**src/rtl/sadc_pkg.sv**
```systemverilog
`timescale 1ns/1ps
package sadc_pkg;

    localparam int unsigned FRAME_MAX = 5;

    typedef enum logic [1:0] {
        ST_IDLE = 2'd0,
        ST_RUN  = 2'd1,
        ST_GAP  = 2'd2
    } sadc_state_e;

    function automatic int unsigned addr_len(input int unsigned n_ch);
        if (n_ch == 8)      return 5;
        else if (n_ch == 4) return 4;
        else if (n_ch == 2) return 3;
        else                return 0;
    endfunction

endpackage

```
**src/rtl/sadc_sclk_gen.sv**
```systemverilog
`timescale 1ns/1ps
module sadc_sclk_gen #(
    parameter int unsigned HALF = 16
) (
    input  logic clk,
    input  logic rst_n,
    input  logic run,
    output logic tick
);
    localparam int unsigned CW = (HALF > 2) ? $clog2(HALF) : 1;

    logic [CW-1:0] cnt_d, cnt_q;

    always_comb begin
        cnt_d = cnt_q;
        tick  = 1'b0;
        if (!run) begin
            cnt_d = '0;
        end else if (cnt_q == CW'(HALF - 1)) begin
            cnt_d = '0;
            tick  = 1'b1;
        end else begin
            cnt_d = cnt_q + 1'b1;
        end
    end

    always_ff @(posedge clk or negedge rst_n) begin
        if (!rst_n) cnt_q <= '0;
        else        cnt_q <= cnt_d;
    end

    // ticks are never adjacent, so each phase is at least two cycles
    p_tick_spacing_r4: assert property (@(posedge clk) disable iff (!rst_n)
        tick |=> !tick);

endmodule

```
**src/rtl/sadc_addr_frame.sv**
```systemverilog
`timescale 1ns/1ps
module sadc_addr_frame #(
    parameter int unsigned NUM_CH = 8,
    parameter int unsigned CHW    = 3
) (
    input  logic [CHW-1:0]                 ch,
    input  logic                           diff,
    output logic [sadc_pkg::FRAME_MAX-1:0] frame
);
    // frame[0] is sent first
    generate
        if (NUM_CH == 8) begin : g_eight
            assign frame = {ch[1], ch[2], ch[0], ~diff, 1'b1};
        end else if (NUM_CH == 4) begin : g_four
            assign frame = {1'b0, ch[1], ch[0], ~diff, 1'b1};
        end else if (NUM_CH == 2) begin : g_two
            assign frame = {2'b00, ch[0], ~diff, 1'b1};
        end else begin : g_one
            assign frame = '0;
        end
    endgenerate

endmodule

```
**src/rtl/sadc_echo_cmp.sv**
```systemverilog
`timescale 1ns/1ps
module sadc_echo_cmp #(
    parameter int unsigned DW = 8
) (
    input  logic [DW-1:0] main_byte,
    input  logic [DW-2:0] echo_bits,
    output logic          differs
);
    // echo_bits[DW-2] arrived first and carries bit 1 of the byte
    logic [DW-2:0] bit_bad;

    generate
        for (genvar i = 0; i < DW - 1; i++) begin : g_rev
            assign bit_bad[i] = echo_bits[DW-2-i] ^ main_byte[i+1];
        end
    endgenerate

    assign differs = |bit_bad;

endmodule

```
**src/rtl/sadc_host.sv**
```systemverilog
`timescale 1ns/1ps
module sadc_host #(
    parameter int unsigned CLK_HZ  = 200_000_000,
    parameter int unsigned SCLK_HZ = 250_000,
    parameter int unsigned NUM_CH  = 8,
    parameter int unsigned ECHO_EN = 1,
    parameter int unsigned DW      = 8,
    parameter int unsigned CHW     = (NUM_CH > 1) ? $clog2(NUM_CH) : 1
) (
    input  logic           clk,
    input  logic           rst_n,
    input  logic           start,
    input  logic [CHW-1:0] ch_sel,
    input  logic           diff_mode,
    output logic           busy,
    output logic           done,
    output logic [DW-1:0]  result,
    output logic           mismatch,
    output logic           conv_cs_n,
    output logic           conv_sclk,
    output logic           conv_sdi,
    input  logic           conv_sdo
);
    import sadc_pkg::*;

    localparam int unsigned HALF     = CLK_HZ / (2 * SCLK_HZ);
    localparam int unsigned REAL_HZ  = CLK_HZ / (2 * HALF);
    localparam int unsigned AL       = addr_len(NUM_CH);
    localparam int unsigned FIRST_D  = AL + 2;
    localparam int unsigned LAST_D   = AL + 1 + DW;
    localparam bit          HAS_ECHO = (ECHO_EN != 0);
    localparam int unsigned TOTAL    = LAST_D + (HAS_ECHO ? DW - 1 : 0);
    localparam int unsigned GAP_CYC  = 2 * HALF;
    localparam int unsigned NW       = $clog2(TOTAL + 1);
    localparam int unsigned GW       = $clog2(GAP_CYC + 1);
    localparam bit          HAS_ADDR = (AL > 0);

    generate
        if (HALF < 2 || REAL_HZ < 10_000 || REAL_HZ > 400_000) begin : g_bad_clk
            $error("sadc_host: serial clock outside the legal range");
        end
        if (NUM_CH != 1 && NUM_CH != 2 && NUM_CH != 4 && NUM_CH != 8) begin : g_bad_ch
            $error("sadc_host: channel count must be 1, 2, 4 or 8");
        end
    endgenerate

    typedef struct packed {
        sadc_state_e   st;
        logic          cs_n;
        logic          sclk;
        logic          sdi;
        logic [NW-1:0] nrise;
        logic [DW-1:0] res;
        logic [DW-2:0] echo;
        logic [DW-1:0] res_out;
        logic          mism;
        logic          done;
        logic [GW-1:0] gap;
    } host_t;

    localparam host_t RST_VAL = '{
        st: ST_IDLE, cs_n: 1'b1, sclk: 1'b0, sdi: 1'b0, nrise: '0,
        res: '0, echo: '0, res_out: '0, mism: 1'b0, done: 1'b0, gap: '0
    };

    host_t d, q;

    logic                 tick;
    logic [FRAME_MAX-1:0] frame;
    logic                 echo_differs;
    logic                 next_bit;
    logic                 first_bit;

    sadc_sclk_gen #(.HALF(HALF)) u_sclk (
        .clk   (clk),
        .rst_n (rst_n),
        .run   (q.st == ST_RUN),
        .tick  (tick)
    );

    sadc_addr_frame #(.NUM_CH(NUM_CH), .CHW(CHW)) u_frame (
        .ch    (ch_sel),
        .diff  (diff_mode),
        .frame (frame)
    );

    sadc_echo_cmp #(.DW(DW)) u_cmp (
        .main_byte (q.res),
        .echo_bits (q.echo),
        .differs   (echo_differs)
    );

    // Address bit for the rise after the one just counted
    always_comb begin
        next_bit  = 1'b0;
        first_bit = HAS_ADDR & frame[0];
        for (int i = 0; i < FRAME_MAX; i++) begin
            if (i < AL && q.nrise == NW'(i)) next_bit = frame[i];
        end
    end

    always_comb begin
        d      = q;
        d.done = 1'b0;
        unique case (q.st)
            ST_IDLE: begin
                if (start) begin
                    d.st    = ST_RUN;
                    d.cs_n  = 1'b0;
                    d.sclk  = 1'b0;
                    d.nrise = '0;
                    d.sdi   = first_bit;
                    d.res   = '0;
                    d.echo  = '0;
                end
            end
            ST_RUN: begin
                if (tick) begin
                    if (!q.sclk) begin
                        d.sclk  = 1'b1;
                        d.nrise = q.nrise + 1'b1;
                        if (d.nrise >= NW'(FIRST_D) && d.nrise <= NW'(LAST_D)) begin
                            d.res = {q.res[DW-2:0], conv_sdo};
                        end else if (d.nrise > NW'(LAST_D)) begin
                            d.echo = {q.echo[DW-3:0], conv_sdo};
                        end
                    end else begin
                        d.sclk = 1'b0;
                        if (q.nrise == NW'(TOTAL)) begin
                            d.st      = ST_GAP;
                            d.cs_n    = 1'b1;
                            d.sdi     = 1'b0;
                            d.gap     = '0;
                            d.done    = 1'b1;
                            d.res_out = q.res;
                            d.mism    = HAS_ECHO & echo_differs;
                        end else begin
                            d.sdi = next_bit;
                        end
                    end
                end
            end
            ST_GAP: begin
                d.gap = q.gap + 1'b1;
                if (q.gap == GW'(GAP_CYC - 1)) d.st = ST_IDLE;
            end
            default: d = RST_VAL;
        endcase
    end

    always_ff @(posedge clk or negedge rst_n) begin
        if (!rst_n) q <= RST_VAL;
        else        q <= d;
    end

    assign busy      = (q.st != ST_IDLE);
    assign done      = q.done;
    assign result    = q.res_out;
    assign mismatch  = q.mism;
    assign conv_cs_n = q.cs_n;
    assign conv_sclk = q.sclk;
    assign conv_sdi  = q.sdi;

    // Cycles with chip select high, saturating; starts full after reset
    logic [GW:0] hi_cnt_q;
    always_ff @(posedge clk or negedge rst_n) begin
        if (!rst_n)                         hi_cnt_q <= (GW+1)'(GAP_CYC);
        else if (!q.cs_n)                   hi_cnt_q <= '0;
        else if (hi_cnt_q < (GW+1)'(GAP_CYC)) hi_cnt_q <= hi_cnt_q + 1'b1;
    end

    p_idle_low_r4: assert property (@(posedge clk) disable iff (!rst_n)
        conv_cs_n |-> !conv_sclk);

    p_sclk_on_tick_r4: assert property (@(posedge clk) disable iff (!rst_n)
        !$stable(conv_sclk) |-> $past(tick));

    p_sdi_on_fall_r3: assert property (@(posedge clk) disable iff (!rst_n)
        !$stable(conv_sdi) |-> ($fell(conv_sclk) || $fell(conv_cs_n)));

    p_done_pulse_r7: assert property (@(posedge clk) disable iff (!rst_n)
        done |=> !done);

    p_done_cs_r7: assert property (@(posedge clk) disable iff (!rst_n)
        done |-> (conv_cs_n && busy));

    p_gap_r8: assert property (@(posedge clk) disable iff (!rst_n)
        $fell(conv_cs_n) |-> ($past(hi_cnt_q) >= (GW+1)'(GAP_CYC)));

    p_gap_start_ignored_r9: assert property (@(posedge clk) disable iff (!rst_n)
        (start && q.st == ST_GAP) |=> conv_cs_n);

endmodule

```
**config.mk**
```make
export PLATFORM = sky130hd
export DESIGN_NAME = sadc_host
export DESIGN_NICKNAME = d
export VERILOG_FILES = /design/src/rtl/sadc_pkg.sv /design/src/rtl/sadc_sclk_gen.sv /design/src/rtl/sadc_addr_frame.sv /design/src/rtl/sadc_echo_cmp.sv /design/src/rtl/sadc_host.sv
export SDC_FILE = /design/constraint.sdc
export NUM_CORES = 1
export LEC_CHECK = 0
export BUFFER_PORTS_ARGS = -buffer_cell sky130_fd_sc_hd__buf_2
export CORE_ASPECT_RATIO = 1.2
export CORE_MARGIN = 2
export CORE_UTILIZATION = 40
export DETAILED_ROUTE_END_ITERATION = 8
export GPL_TIMING_DRIVEN = 0
export PLACE_DENSITY = 0.55
export SKIP_LAST_GASP = 1
export SLEW_MARGIN = 10
export SYNTH_ARGS = -nofsm -noshare
export SYNTH_HDL_FRONTEND = slang
export SYNTH_SLANG_ARGS = --single-unit
```
**constraint.sdc**
```tcl
create_clock -name clk -period 2.6 [get_ports clk]
set_input_delay 0.52 -clock clk [delete_from_list [all_inputs] [get_ports clk]]
set_output_delay 0.52 -clock clk [all_outputs]
set_load 0.02 [all_outputs]
```
Word-level counts from Yosys, hierarchy flattened
Index checks and enable logic that the tools add are counted.
W data, S select, Z words.
Storage, ports and cells
  logic and storage cells: 89
  input bits: 8
  flip-flop bits (word level): 54
Cells by class
  bitwise logic cells: 11
  reduce and logical (&&, ||, !) cells: 15
  add/subtract/negate cells: 3
  equality and inequality tests: 18
  order comparisons: 3
  mux-type cells: 27
Operator list (number)
  $pmux W23 S3: 1
  $mux W20: 3
  $mux W45: 1
  $pmux W10 S3: 1
  $mux W25: 1
  $pmux W10 S2: 1
  $mux W9: 2
  $ne A2 B2 Y1 const B: 9
  $reduce_and A4 Y1: 4
  $reduce_and A5 Y1: 3
  $mux W7: 2
  $add A10 B1 Y10 const B: 1
  $eq A10 B10 Y1 const B: 1
  $eq A5 B2 Y1 const B: 2
  $mux W1: 10
  $add A9 B1 Y9 const B: 1
  $eq A9 B9 Y1 const B: 1
  $mux W8: 1
  $reduce_or A7 Y1: 1
  $xor A1 B1 Y1: 7
  $mux W3: 2
  $pmux W2 S3: 1
  $reduce_and A6 Y1: 1
  $add A5 B1 Y5 const B: 1
  16 further kinds: 19

Longest topological paths before layout
  word-level depth: 10
  mapped depth: 9

Cells and area by module
Synthesis repeated with hierarchy kept, for this count alone.
Unflattened totals
  cell total of the unflattened synthesis: 294
  area, all modules: 2934.1 um^2
By module, submodules not included
  sadc_host: cells an instance 234, area an instance 2352.3 um^2, times used 1, sequential area each 1127.3 um^2
  sadc_sclk_gen: cells an instance 45, area an instance 470.5 um^2, times used 1, sequential area each 225.2 um^2
  sadc_echo_cmp: cells an instance 9, area an instance 73.8 um^2, times used 1, sequential area each 0.0 um^2
  sadc_addr_frame: cells an instance 6, area an instance 37.5 um^2, times used 1, sequential area each 0.0 um^2

Worst setup path after synthesis
No wires, ideal clock.
  path type: reg2reg
  from: reg q[43] (netlist bit)
  to: reg q[28] (netlist bit)
  period minus slack after synthesis: 2301 ps
  required time: 2479 ps
  cell stages (with the launch flop): 10
  arrival: 2180 ps
  slack: 299 ps
  path through: dfrtp_1 -> inv_1 -> ha_1 -> nor2b_4 -> or3_1 -> buf_2 -> o21a_4 -> or3_4 -> buf_6 -> a32o_2
On the way
  word-level cells in the longest chain between the ends: 4
  elaborated cells on any way between the ends: 11
RTL lines
  from (decl): line sadc_host.sv:66  | host_t d, q;
  from (signal assigned): line sadc_host.sv:152  | if (!rst_n) q <= RST_VAL;
  from (signal assigned): line sadc_host.sv:153  | else q <= d;
  $eq A2 B1 Y1: line sadc_host.sv:77, sadc_host.sv:105
  $mux W1: line sadc_sclk_gen.sv:17  | if (!run) begin
  $ne A2 B2 Y1 (no source line)
  $reduce_and A5 Y1 (no source line)
Parallel ways exist; a longest one is shown, timed or not.
A chain may end at the register's enable or synchronous reset.

Worst setup path in the final report
  from: reg q[43] (netlist bit)
  to: reg q[33] (netlist bit)
Same word-level chain as after synthesis.

==> metrics.md <==
| Metric | Value |
|---|---|
| Worst supply voltage drop on vdd | `0.208 mV` |
| Synthesized area per cell | `9.73 sq um` |
| Number of warnings printed during yosys synthesis | `0` |
| Critical Path Start Type | `register` |
| TritonCTS clock tree | `done` |
| Final Skew | `17.2 ps` |
| Height of the die | `97.7 um` |
| Cell chain of the critical path | `inv_1, ha_1, nor2b_4, or3_1, buf_2, o21a_4, or3_4, buf_6, a32o_2` |
| First drt pass iteration count | `5` |
| WS Path Type | `register to register` |
| Count of antenna diodes in the layout | `0` |
| Yosys top cell by area | `dfrtp_1` |
| Tightest Pin Transition | `803 ps` |
| Starting utilization of the core area | `40.7%` |
| Largest driver fanout on the critical path | `7` |
| Required time of the worst setup path | `2820 ps` |
| Bufs on Longest Clock Path | `2` |
| Depth of the CTS H-tree | `2` |
| Final setup violation count | `0` |
| Initial detailed-routing violation count | `110` |
| Hold Violations, Final | `0` |
| Cell row count | `34` |
| Total of fill cells in the finished design | `733` |
| Number of sinks driven by the clock tree | `54` |
| Total nets after synthesis | `319` |
| Via Count | `2205` |
| Wire length of the first global-routing pass | `10.6 mm` |
| Post-route minimum period | `2490 ps` |
| Post-synthesis sequential area ratio | `46.2%` |
| Total power draw | `1.38 mW` |
| DP HPWL | `4.49 mm` |
| Peak clock frequency supported by timing | `401 MHz` |
| RSZ-0062 raised after global routing | `no` |
| # DRC | `0` |
| Areal power density over the cells | `424 nW/um^2` |
| Fraction of post-synthesis cell area in the top cell type by area | `45.3%` |
| Die Wd | `82.1 um` |
| Final wirelength | `6.06 mm` |
| GRT Residual Overflow | `0` |
| I/O pins | `22` |
| RD Place Congestion | `0.768` |
| Area Overhead vs Synth | `11.4%` |
| Antenna Nets Post-Route | `0` |
| Worst slew margin | `46.1%` |
| Top area cells in the synthesized netlist | `dfrtp_1 (45%), nand2_1 (5.4%), o21ai_0 (4.4%)` |
| Setup Total Neg Slack | `0 ps` |
| Die ar. | `8030 sq um` |
| Count of nets after finishing | `348` |
| Number of buffers inserted to repair setup after CTS | `0` |
| Pin count of the biggest net entering global routing | `31` |
| Number of instances in the synthesized netlist | `301` |
| Proportion of layout cells with a drive suffix above 1 | `18.7%` |
| Number of buffers and inverters on the critical path | `3` |
| Antenna violations before repair | `0` |
| EDFF count, synth | `0` |
| Quantity of I/O buffers inserted on ports | `21` |
| Final cycle utilization of the critical path | `95.9%` |
| Number of slew-limit violations in the final report | `0` |
| Post-synthesis cell type count | `54` |
| Cts bufs inserted | `5` |
| Combined area of all synthesized cells | `2930 sq um` |
| Via count of the first global-routing pass | `2218` |
| Cell class contributing the biggest share of worst-path delay | `simple AND/OR/NAND/NOR gates` |
| Register clock-pin slew on the reported worst setup and hold paths | `120 ps` |
| Share of synthesized registers carrying an async set or reset | `100%` |
| Crit-path slowest cell | `dfrtp_1` |
| Hold Path Class | `input port to async pin` |
| CTS root buffer | `clkbuf_8` |
| Total routing usage reported by global routing | `16.8%` |
| Outcome | `finished clean` |
| Synthesized flop and latch total | `54` |
| Max cap viols | `0` |
| Mean number of vias per cell | `5.24` |
| Source-to-sink clock delay at the later pin of the worst-skew pair | `320 ps` |
| Wire per inst | `14.4 um` |
| Leakage power figure | `1.55 nW` |
| Endpoint kind of the worst setup timing path | `register` |
| Maximum cell stage delay along the critical path | `410 ps` |
| Critical path arrival | `2720 ps` |
| Main flop type after synthesis | `dfrtp_1` |
| Core Footprint | `7190 sq um` |
## cell usage after synthesis, types with 5 or more instances
cell / instances
nand4_1: 5
nand3_1: 13
nand2_1: 42
a32o_2: 6
mux2i_1: 9
clkbuf_1: 5
ha_1: 10
o21ai_0: 26
a21oi_1: 5
xnor2_1: 8
and3_1: 6
buf_4: 8
nor2_1: 20
dfrtp_1: 53
inv_1: 17
o31ai_1: 5
xor2_1: 8
## sequential cells by signal, summed over array words and instances, names as in the netlist
name,cells
result,8
conv_cs_n,1
conv_sclk,1
done,1
mismatch,1
conv_sdi,1
q,32
u_sclk.cnt_q,9
## area by class of cell
type	count	area, sq um	share of cell area [%]
Tap cell	90	113	3.45
Multi-Input combinational cell	213	1410	43.1
Clock inverter	3	28.8	0.882
Buffer	17	105	3.22
Inverter	17	63.8	1.95
Clock buffer	5	68.8	2.11
Timing Repair Buffer	22	125	3.83
Sequential cell	54	1350	41.4
## stage by stage
step / area [sq um] / util (%) / instances / setup WS (ps) / hold WS [ps]
after global routing: 3260 / 45.4 / 421 / 12.3 / 231
final: 3260 / 45.4 / 421 / 107 / 193
after CTS: 3260 / 45.4 / 421 / 65.0 / 209
after floorplan: 2930 / - / 301 / 299 / 224
after detailed placement: 3170 / 44.0 / 413 / 88.3 / 460
after global placement: 3150 / 43.8 / 412 / 134 / 462
## final timing paths
path / startpoint / endpoint / slack (ps) / cells after the start
max in group asynchronous: rst_n / u_sclk.cnt_q[3] / 1820 / 2
min in group clk: conv_cs_n / conv_cs_n / 470 / 2
worst max register to register: q[43] / q[33] / 110 / 9
worst min register to register: conv_cs_n / conv_cs_n / 470 / 2
worst min-delay path: rst_n / result[4] / 190 / 1
worst max-delay path: q[43] / q[33] / 110 / 9
## power by group
part	internal [mW]	switching (mW)	total [mW]	leakage, nW
clock	0.202	0.315	0.517	0.0506
combinational	0.00761	0.0197	0.0273	0.827
sequential	0.839	0	0.839	0.669
total	1.05	0.335	1.38	1.55
## layout by cell type, fill, tap and decap left out, drive strengths merged, types with 3 or more instances in the layout
cell type / Yosys / final
a31oi: 3 / 3
nor2: 20 / 20
o21ai: 27 / 27
nand2b: 3 / 3
nand3: 13 / 13
mux2i: 9 / 9
nor3: 3 / 3
clkbuf: 5 / 10
o41ai: 3 / 3
a32o: 6 / 6
a21o: 3 / 3
xnor2: 8 / 8
xor2: 8 / 8
and2: 3 / 3
dfrtp: 53 / 53
buf: 12 / 34
inv: 17 / 19
and3: 6 / 6
a21oi: 5 / 5
o31ai: 6 / 6
nand2: 43 / 43
ha: 10 / 10
or3: 4 / 4
nand4: 5 / 5
## routing by layer
layer | vias up | wire, um | GRT usage [%]
met2 | 27 | 3080 | 28.5
met4 | 0 | 55 | 5.13
met3 | 4 | 120 | 2.50
li1 | 1111 | - | -
met1 | 1063 | 2800 | 21.9
met5 | - | 0 | 0
## kinds of logic (layout without fill, tap and decap cells)
| group | after synthesis | in the layout | share of synthesized area [%] |
|---|---|---|---|
| compound gates | 68 | 68 | 16.8 |
| buf+inv | 34 | 64 | 5.77 |
| simple gates | 109 | 109 | 18.7 |
| flops | 54 | 54 | 46.2 |
| mux | 10 | 10 | 3.46 |
| xor+xnor | 16 | 16 | 4.78 |
| fa+ha+maj | 10 | 10 | 4.27 |
## repair_timing
action / CTS / global route
endpoints found under the hold margin: 0 / 0
gates resized for setup: 0 / 1
setup endpoints to repair: 0 / 1
hold buffers: 0 / 0
(Power assumes the default switching activity.)
